`config.mk`:
```
export PLATFORM = sky130hd
export DESIGN_NAME = insn_class_decoder
export DESIGN_NICKNAME = d
export VERILOG_FILES = /design/src/rtl/icd_pkg.sv /design/src/rtl/icd_cond_eval.sv /design/src/rtl/icd_class_match.sv /design/src/rtl/icd_class_encode.sv /design/src/rtl/insn_class_decoder.sv
export SDC_FILE = /design/constraint.sdc
export NUM_CORES = 1
export LEC_CHECK = 0
export BUFFER_PORTS_ARGS = -buffer_cell sky130_fd_sc_hd__buf_2
export CAP_MARGIN = 0
export CORE_UTILIZATION = 44
export CTS_CLUSTER_DIAMETER = 150
export DETAILED_ROUTE_END_ITERATION = 12
export PLACE_DENSITY = 0.83
export SYNTH_ARGS = -nofsm -noshare
export SYNTH_HDL_FRONTEND = slang
export SYNTH_SLANG_ARGS = --single-unit
```
`constraint.sdc`:
```
create_clock -name clk -period 1.8 [get_ports clk]
set_input_delay 0.09 -clock clk [delete_from_list [all_inputs] [get_ports clk]]
set_output_delay 0.09 -clock clk [all_outputs]
set_load 0.02 [all_outputs]
```
`src/rtl/icd_pkg.sv`:
```
// Package: shared widths and the class code enumeration for the
// instruction class decoder. Assumes a 32-bit fixed-width word.
package icd_pkg;
    localparam int INSN_W  = 32;
    localparam int COND_W  = 4;
    localparam int FLAG_W  = 4;
    localparam int HI_W    = 8;
    localparam int LO_W    = 4;
    localparam int IDX_W   = HI_W + LO_W;
    localparam int CLS_N   = 18;
    localparam int CLS_W   = $clog2(CLS_N);

    typedef enum logic [CLS_W-1:0] {
        CL_UNDEF     = 5'd0,
        CL_BRANCH    = 5'd1,
        CL_BX        = 5'd2,
        CL_DP_IMM    = 5'd3,
        CL_DP_ISH    = 5'd4,
        CL_DP_RSH    = 5'd5,
        CL_HALF_IMM  = 5'd6,
        CL_HALF_REG  = 5'd7,
        CL_SWAP      = 5'd8,
        CL_XFER_IMM  = 5'd9,
        CL_XFER_REG  = 5'd10,
        CL_BLOCK     = 5'd11,
        CL_PSR_RD    = 5'd12,
        CL_PSR_WRI   = 5'd13,
        CL_PSR_WRR   = 5'd14,
        CL_MUL       = 5'd15,
        CL_MULL      = 5'd16,
        CL_SWI       = 5'd17
    } icd_class_e;
endpackage

```
`src/rtl/icd_cond_eval.sv`:
```
// Condition evaluator: decides from the 4-bit condition code and the
// {N,Z,C,V} flags whether the instruction may execute. Purely
// combinational; code 14 always passes, code 15 never does.
module icd_cond_eval
    import icd_pkg::*;
(
    input  logic [COND_W-1:0] code,
    input  logic [FLAG_W-1:0] flags,
    output logic              pass
);
    logic fn, fz, fc, fv;
    assign {fn, fz, fc, fv} = flags;

    // Select the flag predicate named by the condition code.
    always_comb begin
        unique case (code)
            4'd0:  pass = fz;
            4'd1:  pass = !fz;
            4'd2:  pass = fc;
            4'd3:  pass = !fc;
            4'd4:  pass = fn;
            4'd5:  pass = !fn;
            4'd6:  pass = fv;
            4'd7:  pass = !fv;
            4'd8:  pass = fc && !fz;
            4'd9:  pass = !fc || fz;
            4'd10: pass = (fn == fv);
            4'd11: pass = (fn != fv);
            4'd12: pass = !fz && (fn == fv);
            4'd13: pass = fz || (fn != fv);
            4'd14: pass = 1'b1;
            default: pass = 1'b0;
        endcase
    end
endmodule

```
`src/rtl/icd_class_match.sv`:
```
// Pattern matcher: one hit line per class code, computed from the
// 12-bit index {opcode bits 27:20, bits 7:4}. The patterns are meant
// to be disjoint, so at most one line is high; bit 0 (undefined) is
// never driven here and is implied by the absence of any hit.
module icd_class_match
    import icd_pkg::*;
(
    input  logic [IDX_W-1:0] idx,
    output logic [CLS_N-1:0] hit
);
    logic [HI_W-1:0] hi;
    logic [LO_W-1:0] lo;
    logic [2:0]      grp;
    logic            cmp_nos;
    logic [6:0]      psr_key;
    logic            half_xfer;

    assign hi      = idx[IDX_W-1:LO_W];
    assign lo      = idx[LO_W-1:0];
    assign grp     = hi[7:5];
    // Compare-type opcode (8..11) with the S bit clear.
    assign cmp_nos = (hi[4:3] == 2'b10) && !hi[0];
    // Opcode bits with bit 22 masked out, for status/swap keys.
    assign psr_key = {hi[7:3], hi[1:0]};
    assign half_xfer = (grp == 3'b000) &&
                       ((lo == 4'b1011) || ((lo[3:2] == 2'b11) && lo[0] && hi[0]));

    // Drive each class hit line from its own pattern.
    always_comb begin
        hit              = '0;
        hit[CL_BRANCH]   = (grp == 3'b101);
        hit[CL_BX]       = (hi == 8'h12) && (lo == 4'b0001);
        hit[CL_DP_IMM]   = (grp == 3'b001) && !cmp_nos;
        hit[CL_DP_ISH]   = (grp == 3'b000) && !lo[0] && !cmp_nos;
        hit[CL_DP_RSH]   = (grp == 3'b000) && !lo[3] && lo[0] && !cmp_nos;
        hit[CL_HALF_IMM] = half_xfer && hi[2];
        hit[CL_HALF_REG] = half_xfer && !hi[2];
        hit[CL_SWAP]     = (psr_key == 7'b0001000) && (lo == 4'b1001);
        hit[CL_XFER_IMM] = (grp == 3'b010);
        hit[CL_XFER_REG] = (grp == 3'b011) && !lo[0];
        hit[CL_BLOCK]    = (grp == 3'b100);
        hit[CL_PSR_RD]   = (psr_key == 7'b0001000) && (lo == 4'b0000);
        hit[CL_PSR_WRI]  = (psr_key == 7'b0011010);
        hit[CL_PSR_WRR]  = (psr_key == 7'b0001010) && (lo == 4'b0000);
        hit[CL_MUL]      = (hi[7:2] == 6'b000000) && (lo == 4'b1001);
        hit[CL_MULL]     = (hi[7:3] == 5'b00001) && (lo == 4'b1001);
        hit[CL_SWI]      = (hi[7:4] == 4'b1111);
    end
endmodule

```
`src/rtl/icd_class_encode.sv`:
```
// Encoder: turns the one-hot-or-zero hit vector into a class code.
// Assumes at most one hit; no hit yields the undefined code 0.
module icd_class_encode
    import icd_pkg::*;
(
    input  logic [CLS_N-1:0] hit,
    output icd_class_e       cls
);
    logic [CLS_W-1:0] code;

    // OR together the index of every asserted hit line.
    always_comb begin
        code = '0;
        for (int k = 0; k < CLS_N; k++) begin
            if (hit[k]) code = code | CLS_W'(k);
        end
    end

    assign cls = icd_class_e'(code);
endmodule

```
`src/rtl/insn_class_decoder.sv`:
```
// Top: forms the 12-bit class index from bits 27:20 and 7:4, matches it
// against the class patterns, evaluates the condition field, and
// registers class and verdict together (latency one cycle). Reset is
// synchronous and active low.
module insn_class_decoder
    import icd_pkg::*;
(
    input  logic              clk,
    input  logic              rst_n,
    input  logic [INSN_W-1:0] insn,
    input  logic [FLAG_W-1:0] flags,
    output logic [CLS_W-1:0]  cls_o,
    output logic              pass_o
);
    logic [IDX_W-1:0] idx;
    logic [CLS_N-1:0] hit;
    icd_class_e       cls_d;
    logic             pass_d;
    icd_class_e       cls_q;
    logic             pass_q;
    logic             unused_operand_bits;

    assign idx = {insn[27:20], insn[7:4]};
    assign unused_operand_bits = ^{insn[19:8], insn[3:0]};

    icd_class_match u_match (
        .idx (idx),
        .hit (hit)
    );

    icd_class_encode u_encode (
        .hit (hit),
        .cls (cls_d)
    );

    icd_cond_eval u_cond (
        .code  (insn[31:28]),
        .flags (flags),
        .pass  (pass_d)
    );

    // Output stage: capture class and verdict, clear on reset.
    always_ff @(posedge clk) begin
        if (!rst_n) begin
            cls_q  <= CL_UNDEF;
            pass_q <= 1'b0;
        end else begin
            cls_q  <= cls_d;
            pass_q <= pass_d;
        end
    end

    assign cls_o  = cls_q;
    assign pass_o = pass_q;

    AST_PATTERNS_DISJOINT: assert property (@(posedge clk) disable iff (!rst_n)
        $onehot0(hit));
    AST_RESET_CLEARS: assert property (@(posedge clk)
        !rst_n |=> (cls_o == CL_UNDEF && !pass_o));
    AST_COND_ALWAYS: assert property (@(posedge clk) disable iff (!rst_n)
        (insn[31:28] == 4'hE) |=> pass_o);
    AST_COND_NEVER: assert property (@(posedge clk) disable iff (!rst_n)
        (insn[31:28] == 4'hF) |=> !pass_o);
    AST_BRANCH_GROUP: assert property (@(posedge clk) disable iff (!rst_n)
        (insn[27:25] == 3'b101) |=> (cls_o == CL_BRANCH));
    AST_BLOCK_GROUP: assert property (@(posedge clk) disable iff (!rst_n)
        (insn[27:25] == 3'b100) |=> (cls_o == CL_BLOCK));
    AST_SWI_GROUP: assert property (@(posedge clk) disable iff (!rst_n)
        (insn[27:24] == 4'hF) |=> (cls_o == CL_SWI));
    AST_CMP_NOS_NOT_DP: assert property (@(posedge clk) disable iff (!rst_n)
        (insn[27:26] == 2'b00 && insn[24:23] == 2'b10 && !insn[20])
        |=> (cls_o != CL_DP_IMM && cls_o != CL_DP_ISH && cls_o != CL_DP_RSH));
endmodule

```
==> results of run 1 <==
report_power, final:
group | switching [W] | leakage [nW] | internal (W)
registers | 0.00000154 | 0.0494 | 0.000141
logic | 0.0000862 | 0.319 | 0.0000650
clock network | 0.0000457 | 0.0138 | 0.0000752
layer usage:
layer | vias up | part of all wire (%)
met4 | 0 | 0
met3 | 0 | 6.6
met2 | 33 | 50
met5 | - | 0
met1 | 379 | 44
li1 | 405 | -
area by class of cell:
class,count,area (um^2)
fillers,132,533
multi-input cells,75,518
repair buffers,28,143
flip-flops and latches,6,120
clock buffers,3,22.5
well taps,15,18.8
inverters,3,11.3
cells in the final DEF (no fill, tap or decap), types with 2 or more instances in the layout:
cell type / count
a21oi_1: 5
nand4_1: 5
nor3b_1: 3
xor2_1: 2
nand2b_1: 2
a31oi_1: 4
buf_2: 27
nor2_1: 5
clkbuf_4: 3
nand2_1: 6
and3b_1: 5
dfxtp_1: 6
o21ai_0: 4
nor2b_1: 3
o211ai_1: 2
nor3_1: 3
nor4bb_1: 2
inv_1: 3
sequential cells by signal, summed over array words and instances (netlist names):
register,flops
cls_o,5
pass_o,1
per-stage QoR:
stage          setup slack [ns]  util [%]  total power (W)
6_report                  0.721      61.0         0.000415
5_1_grt                   0.650      61.0         0.000445
4_1_cts                   0.745      61.0         0.000416
3_5_place_dp              0.500      59.3         0.000294
3_3_place_gp              0.489      59.3         0.000289
2_1_floorplan             0.668         -         0.000241
cells in the mapped netlist, drive strengths merged (3+ instances only):
library cell	number	area share, %
dfxtp	6	18
nand2	6	3.3
nor2	6	3.7
a21oi	5	3.7
and3b	5	6.4
nand4	5	4.6
a31oi	4	3.7
clkbuf	4	2.2
o21ai	4	2.9
buf	3	2.6
inv	3	1.7
nor2b	3	2.8
nor3	3	2.2
nor3b	3	3.3
cells by family after synthesis:
group	Yosys count	share of synthesized area, %
compound gates	29	30.3
xor+xnor	3	3.85
flops	6	17.6
simple gates	41	38.7
buf+inv	10	6.42
mux	2	3.12
worst max-delay path by stage:
stage / startpoint / endpoint / slack (ns) / depth (start not counted)
floorplan: insn[30] / pass_o$_SDFF_PN0_ / 0.67 / 5
global placement: insn[24] / cls_o[1]$_SDFF_PN0_ / 0.49 / 4
detailed placement: insn[24] / cls_o[1]$_SDFF_PN0_ / 0.50 / 4
CTS: insn[24] / cls_o[1]$_SDFF_PN0_ / 0.74 / 4
global route: insn[24] / cls_o[1]$_SDFF_PN0_ / 0.65 / 5
finish: insn[24] / cls_o[1]$_SDFF_PN0_ / 0.72 / 4
==> flow_summary_export.csv, run 1 <==
group,metric,value,unit
run_status,status,"finished, final reports clean",
logic_synthesis,syn_avg_cell_area,7.49,um^2
global_routing,grtUsageMet2,41.8,%
logic_synthesis,synth_edf_count,0,
sta,max-slew-margin-rel,74.5,%
clock_tree,h-tree-depth,1,
logic_synthesis,yosysWarnings,0,
global_routing,grt_util_met1,31.0,%
global_routing,antenna_found_initial,0,
sta,finalCritPeriodShare,60.0,%
global_routing,grt_usage,24.5,%
clock_tree,cts_sinks,6,
routing,wire_per_inst,13.7,um
critical_path,slowest_stage,"o41ai_1",
clock_tree,post_cts_buffers,0,
logic_synthesis,syn_inst,91,
critical_path,endpoint_kind,"register",
clock_tree,clk_pin_slew,0.05,ns
worst_hold_path,hold_end,"cls_o[2]$_SDFF_PN0_",
global_routing,grt_busiest_layer,"met2",
global_routing,grt_max_degree,14,
logic_synthesis,ys_seq_area_share,17.6,%
routing,routed_wl,1780,um
sta,rsz0062_at_grt,"no",
clock_tree,cts_buffers,3,
logic_synthesis,async_reset_ff_share,0,%
power_and_ir_drop,ir_drop,239,uV
run,drv_cap,0,
critical_path,criticalPathCategory,"in2reg",
global_routing,use_met3,3.72,%
global_routing,grt_pass1_vias,719,
sta,maxSlewViolCount,0,
critical_path,worstPathRequired,1.99,ns
floorplanning,die_area,1710,um^2
floorplanning,io_pins,44,
global_routing,grt-ovfl-total,0,
routing,dr.pass1.iters,4,
floorplanning,rows,13,
routing,drt_iter0_markers,32,
sta,hold_viol,0,
sta,tightest_slew,0.378,ns
clock_tree,clk_root_buffer_cell,"clkbuf_4",
global_routing,grt_first_pass_wirelength,2840,um
routing,via_per_inst,6.28,
logic_synthesis,synth_flop_cell,"dfxtp_1",
place,routabilityCongestion,0.870,
routing,detail-route-antenna-nets,0,
routing,post-route-drc-count,0,
sta,fmax,927,MHz
critical_path,crit_family,"compound AO/OA/AOI/OAI gates",
logic_synthesis,synth_area,682,um^2
sta,hold_ws,0.105,ns
place,portBuffers,27,
layout,drive_above_1_share,31.3,%
sta,setup_tns,0,ns
critical_path,cp_num_buf_inv,1,
floorplanning,die-height,41.4,um
floorplanning,core-area,1370,um^2
place,place_inst,127,
critical_path,max_stage_delay,0.44,ns
critical_path,critPathArrivalTime,1.26,ns
clock_tree,cts_buffer_depth,2,
layout,final_area,833,um^2
worst_hold_path,min_from,"rst_n",
layout,stdcell_count,130,
place,dpl_cell_area,811,um^2
floorplanning,floorplan.initialDensity,49.9,%
logic_synthesis,ys_ff_latch,6,
worst_hold_path,holdCritPathClass,"in2reg",
routing,vias,817,
critical_path,cp_cell_sequence,"buf_2 > or3b_4 > o41ai_1 > o31a_1",
clock_tree,hold_buffers,0,
sta,finalSetupViolations,0,
worst_hold_path,hold_depth,2,
clock_tree,cts_resized,0,
layout,n_antenna_cell,0,
critical_path,critPathLaunchType,"primary input",
clock_tree,cts_tree,"done",
logic_synthesis,netlist-cell-type-count,43,
critical_path,crit_fanout,7,
layout,finalNetCount,155,
power_and_ir_drop,leakage,0.382,nW
sta,fin_crit,1.08,ns
logic_synthesis,synth_fp_nets,129,
layout,area_growth,22.2,%
place,dp_hpwl,1360,um
power_and_ir_drop,power.density,498,nW/um^2
floorplanning,fp.dieW,41.4,um
Note: power is estimated with default switching activity, not from simulation.
==> inputs of run 2 (changes only) <==
Settings changed: ABC_AREA set to 1, CORE_UTILIZATION 44 to 39, PLACE_DENSITY 0.83 to 0.75.
Clock period 1.8 ns to 0.9 ns, I/O delays scaled along.
==> run 2 against run 1 <==
  * Combinational power increased by 120%
  * Critical endpoint is now cls_o[0]
  * Critical path depth decreased by 3
  * Clock-buffer cell count unchanged
  * Clock power increased by 95%
  * Final area increased by 17%
  * Synthesized cell count increased by 59%
  * Sequential cell count unchanged
  * Power increased by 100%
  * Sequential share of layout area decreased by 2.1 points
  * Worst setup slack got worse by 0.56 ns
  * Routed wire length increased by 6.6%
==> flow_summary_export.csv, run 2 <==
group,metric,value,unit
run_status,status,"finished, final reports clean",
power_and_ir_drop,leakage,0.568,nW
logic_synthesis,synth_flop_cell,"dfxtp_1",
critical_path,max_stage_delay,0.30,ns
power_and_ir_drop,ir_drop,421,uV
worst_hold_path,holdCritPathClass,"in2reg",
floorplanning,fp.dieW,46.1,um
logic_synthesis,yosys-top-cells-count,"nand2_1, nor2_1, inv_1, nand3_1",
clock_tree,cts_buffer_depth,2,
layout,stdcell_count,204,
critical_path,slowest_stage,"dfxtp_1",
sta,rsz0062_at_grt,"no",
sta,fin_crit,0.735,ns
logic_synthesis,ys_ff_latch,6,
clock_tree,cts_buffers,3,
sta,hold_viol,0,
global_routing,grt_max_degree,9,
routing,drt_iter0_markers,18,
routing,routed_wl,1890,um
power_and_ir_drop,power.density,868,nW/um^2
floorplanning,core-area,1760,um^2
clock_tree,cts_resized,0,
critical_path,cp_num_buf_inv,1,
floorplanning,rows,15,
layout,utilization,55.5,%
sta,finalCritPeriodShare,81.6,%
floorplanning,io_pins,44,
sta,tightest_slew,0.238,ns
critical_path,worstPathRequired,0.85,ns
critical_path,crit_fanout,1,
logic_synthesis,yosysWarnings,0,
routing,detail-route-antenna-nets,0,
clock_tree,cts_sinks,6,
logic_synthesis,netlist-cell-type-count,20,
routing,via_per_inst,4.74,
layout,area_growth,29.3,%
critical_path,cp_cell_sequence,"buf_2",
sta,fmax,1360,MHz
place,routabilityCongestion,0.918,
routing,vias,966,
routing,wire_per_inst,9.28,um
global_routing,grt_usage,21.0,%
layout,drive_above_1_share,31.3,%
sta,maxSlewViolCount,0,
routing,topRoutingLayerUsed,"met4",
critical_path,critPathArrivalTime,0.69,ns
layout,n_antenna_cell,0,
run,drv_cap,0,
clock_tree,post_cts_buffers,0,
place,dpl_cell_area,956,um^2
logic_synthesis,synth_area,757,um^2
logic_synthesis,synth_edf_count,0,
logic_synthesis,ys_seq_area_share,15.9,%
critical_path,crit_family,"flip-flops",
routing,post-route-drc-count,0,
clock_tree,h-tree-depth,1,
critical_path,critPathLaunchType,"register",
place,place_inst,201,
clock_tree,hold_buffers,0,
logic_synthesis,synth_fp_nets,183,
floorplanning,die_area,2120,um^2
routing,dr.pass1.iters,4,
clock_tree,clk_pin_slew,0.04,ns
layout,final_cell_mix,"nand2_1, nor2_1, buf_2",
logic_synthesis,async_reset_ff_share,0,%
routing,routed-wl-met2,922,um
layout,final_common_cell,"nand2_1",
logic_synthesis,syn_inst,145,
layout,final_area,978,um^2
sta,finalSetupViolations,0,
logic_synthesis,syn_avg_cell_area,5.22,um^2
logic_synthesis,synth.area.top_cells,"nand2_1, dfxtp_1, nor2_1",
layout,largest_register_ff_count,5,
critical_path,criticalPathCategory,"reg2out",
logic_synthesis,synth_top_area_cell,"nand2_1",
sta,worst_slack,0.165,ns
layout,finalNetCount,219,
critical_path,endpoint_kind,"primary output",
routing,drt-met1-wl,900,um
routing,wl_met3,47,um
global_routing,grt-ovfl-total,0,
global_routing,grt_pass1_vias,850,
floorplanning,die-height,46.1,um
place,dp_hpwl,1630,um
sta,max-slew-margin-rel,84.0,%
logic_synthesis,yosysMostFrequentCell,"nand2_1",
logic_synthesis,synth_top_area_share,20.8,%
global_routing,antenna_found_initial,0,
clock_tree,cts_tree,"done",
place,portBuffers,27,
floorplanning,floorplan.initialDensity,42.9,%
clock_tree,clk_root_buffer_cell,"clkbuf_4",
global_routing,grt_first_pass_wirelength,3320,um
place,dpl_worst_slack,-0.0540,ns
## run 2: cells by family after synthesis
kind of cell / Yosys count / share of synthesized area [%]
and+or+nand+nor: 106 / 65.1
buffers and inverters: 25 / 12.6
AOI/OAI and AO/OA: 8 / 6.45
DFF: 6 / 15.9
## run 2: worst paths after layout
kind,startpoint,to,cells past startpoint
worst max-delay path,cls_o[0]$_SDFF_PN0_,cls_o[0],1
worst min-delay path,rst_n,cls_o[0]$_SDFF_PN0_,3
## run 2: per-layer routing
layer,up-vias,track usage [%]
met5,-,0
met4,0,7.06
met3,3,1.18
met2,22,33.2
met1,422,29.8
li1,519,-
## run 2: where the power goes
part / switching, W / internal [W] / total [W]
registers: 0.00000314 / 0.000283 / 0.000286
clock network: 0.0000859 / 0.000150 / 0.000236
logic: 0.000202 / 0.000125 / 0.000327
## run 2: layout make-up
cell class	instances	area, um^2
multi-input cells	114	542
repair buffers	32	173
fillers	198	786
flip-flops and latches	6	120
inverters	24	90.1
well taps	25	31.3
clock buffers	3	22.5
## run 2: through the flow
stage	hold WS [ns]	setup TNS [ns]	total power [W]
2_1_floorplan	0.143	0	0.000474
3_3_place_gp	0.244	-0.0923	0.000605
5_1_grt	0.0112	0	0.000926
6_report	0.0107	0	0.000849
3_5_place_dp	0.260	-0.173	0.000616
4_1_cts	0.00887	0	0.000856
==> inputs of run 3 (changes only) <==
Settings changed: CORE_UTILIZATION 39 to 43, PLACE_DENSITY 0.75 to 0.79.
Clock period 0.9 ns to 0.8 ns, I/O delays scaled along.
==> run 3 against run 2 <==
  * Clock-buffer cell count did not move
  * Sequential cell count is the same
  * Combinational power is 16% higher
  * First-iteration DRC count is 28% higher
  * Sequential power grew 12%
  * Non-clock buffer count grew 4
  * Critical path depth did not move
  * Largest cell class unchanged
==> flow_summary_export.csv, run 3 (same netlist as run 2, synthesis figures left out) <==
group,metric,value,unit
worst_hold_path,hold_end,"cls_o[0]$_SDFF_PN0_",
floorplanning,rows,14,
layout,fill_cells,169,
critical_path,crit_family,"flip-flops",
sta,finalSetupViolations,0,
critical_path,max_stage_delay,0.30,ns
sta,max-slew-margin-rel,85.3,%
floorplanning,core-area,1580,um^2
global_routing,grt_max_degree,9,
global_routing,grt_first_pass_wirelength,3090,um
sta,tightest_slew,0.219,ns
worst_hold_path,min_from,"rst_n",
global_routing,grt_usage,20.9,%
critical_path,criticalPathCategory,"reg2out",
power_and_ir_drop,power.density,966,nW/um^2
routing,drt_iter0_markers,23,
sta,rsz0062_at_grt,"no",
global_routing,grt-ovfl-total,0,
layout,n_antenna_cell,0,
clock_tree,cts_buffer_depth,2,
run,drv_cap,0,
critical_path,crit_fanout,1,
global_routing,grt_pass1_vias,831,
critical_path,critPathLaunchType,"register",
power_and_ir_drop,leakage,0.587,nW
floorplanning,die_area,1930,um^2
floorplanning,io_pins,44,
worst_hold_path,hold_depth,3,
place,dp_hpwl,1540,um
critical_path,critPathArrivalTime,0.69,ns
critical_path,cp_cell_sequence,"buf_2",
layout,final_cell_mix,"nand2_1, nor2_1, buf_2",
layout,drive_above_1_share,33.3,%
sta,maxSlewViolCount,0,
sta,fmax,1380,MHz
routing,via_per_inst,4.75,
sta,fin_crit,0.726,ns
sta,finalCritPeriodShare,90.8,%
worst_hold_path,holdCritPathClass,"in2reg",
global_routing,antenna_found_initial,0,
clock_tree,cts_tree,"done",
critical_path,slowest_stage,"dfxtp_1",
clock_tree,cts_buffers,3,
floorplanning,floorplan.initialDensity,48.0,%
clock_tree,cts_sinks,6,
critical_path,cp_num_buf_inv,1,
layout,utilization,63.4,%
routing,wire_per_inst,8.64,um
sta,hold_viol,0,
critical_path,worstPathRequired,0.76,ns
run_status,status,"finished, final reports clean",
floorplanning,die-height,44.0,um
routing,post-route-drc-count,0,
floorplanning,fp.dieW,44.0,um
routing,dr.pass1.iters,6,
layout,area_growth,32.1,%
routing,detail-route-antenna-nets,0,
routing,vias,945,
place,place_inst,196,
clock_tree,clk_root_buffer_cell,"clkbuf_4",
layout,largest_register_ff_count,5,
critical_path,endpoint_kind,"primary output",
routing,routed_wl,1720,um
power_and_ir_drop,ir_drop,482,uV
layout,stdcell_count,199,
place,routabilityCongestion,0.951,
clock_tree,clk_pin_slew,0.04,ns
layout,final_common_cell,"nand2_1",
clock_tree,h-tree-depth,1,
layout,finalNetCount,223,
critical_path,crit_cells,1,
place,portBuffers,27,
-- run 3: cell count changes in the layout (fill, tap and decap cells not counted), sizes merged --
| cell | previous run | this run |
|---|---|---|
| buf | 32 | 36 |
-- run 3: routing by layer --
| metal | global-route usage, % | up-vias | share of wire (%) |
|---|---|---|---|
| li1 | - | 527 | - |
| met1 | 28.5 | 401 | 51 |
| met2 | 34.3 | 17 | 47 |
| met3 | 1.25 | 0 | 2.5 |
| met4 | 8.48 | 0 | 0 |
| met5 | 0 | - | 0 |
-- run 3: power breakdown --
group / internal, W / leakage [nW] / switching [W]
clock network: 0.000169 / 0.0138 / 0.0000976
registers: 0.000318 / 0.0493 / 0.00000295
logic: 0.000153 / 0.524 / 0.000226
-- run 3: final cells by class --
class	count	area, um^2	area share, %
Multi-Input combinational cell	114	544	54.4
Clock buffer	3	22.5	2.25
Inverter	24	90.1	9.01
Tap cell	16	20.0	2.00
Sequential cell	6	120	12.0
Timing Repair Buffer	36	203	20.3
-- run 3: repair_timing --
| item | 4_1_cts | 5_1_grt |
|---|---|---|
| endpoints found under the setup margin | 0 | 1 |
| buffers inserted | 0 | 0 |
| gates resized for setup | 0 | 1 |
| hold buffers | 0 | 0 |
-- run 3: worst max path at each step --
stage                                    from                   to  slack (ns)
after CTS                 cls_o[0]$_SDFF_PN0_             cls_o[0]        0.06
after global routing                 insn[25]  cls_o[0]$_SDFF_PN0_        0.02
after global placement               insn[25]  cls_o[2]$_SDFF_PN0_       -0.11
after detailed placement             insn[25]  cls_o[2]$_SDFF_PN0_       -0.14
final                     cls_o[0]$_SDFF_PN0_             cls_o[0]        0.07
after floorplan                      insn[28]    pass_o$_SDFF_PN0_        0.06
-- run 3: per-stage QoR --
stage / power (W) / TNS (ns) / hold slack [ns] / setup slack (ns) / cell area (um^2)
final: 0.000966 / 0 / 0.0138 / 0.0737 / 1000
after CTS: 0.000976 / 0 / 0.00472 / 0.0637 / 997
after detailed placement: 0.000703 / -0.638 / 0.253 / -0.143 / 975
after global routing: 0.00104 / 0 / 0.0136 / 0.0159 / 1000
after global placement: 0.000697 / -0.499 / 0.242 / -0.114 / 975
after floorplan: 0.000533 / 0 / 0.138 / 0.0581 / 757
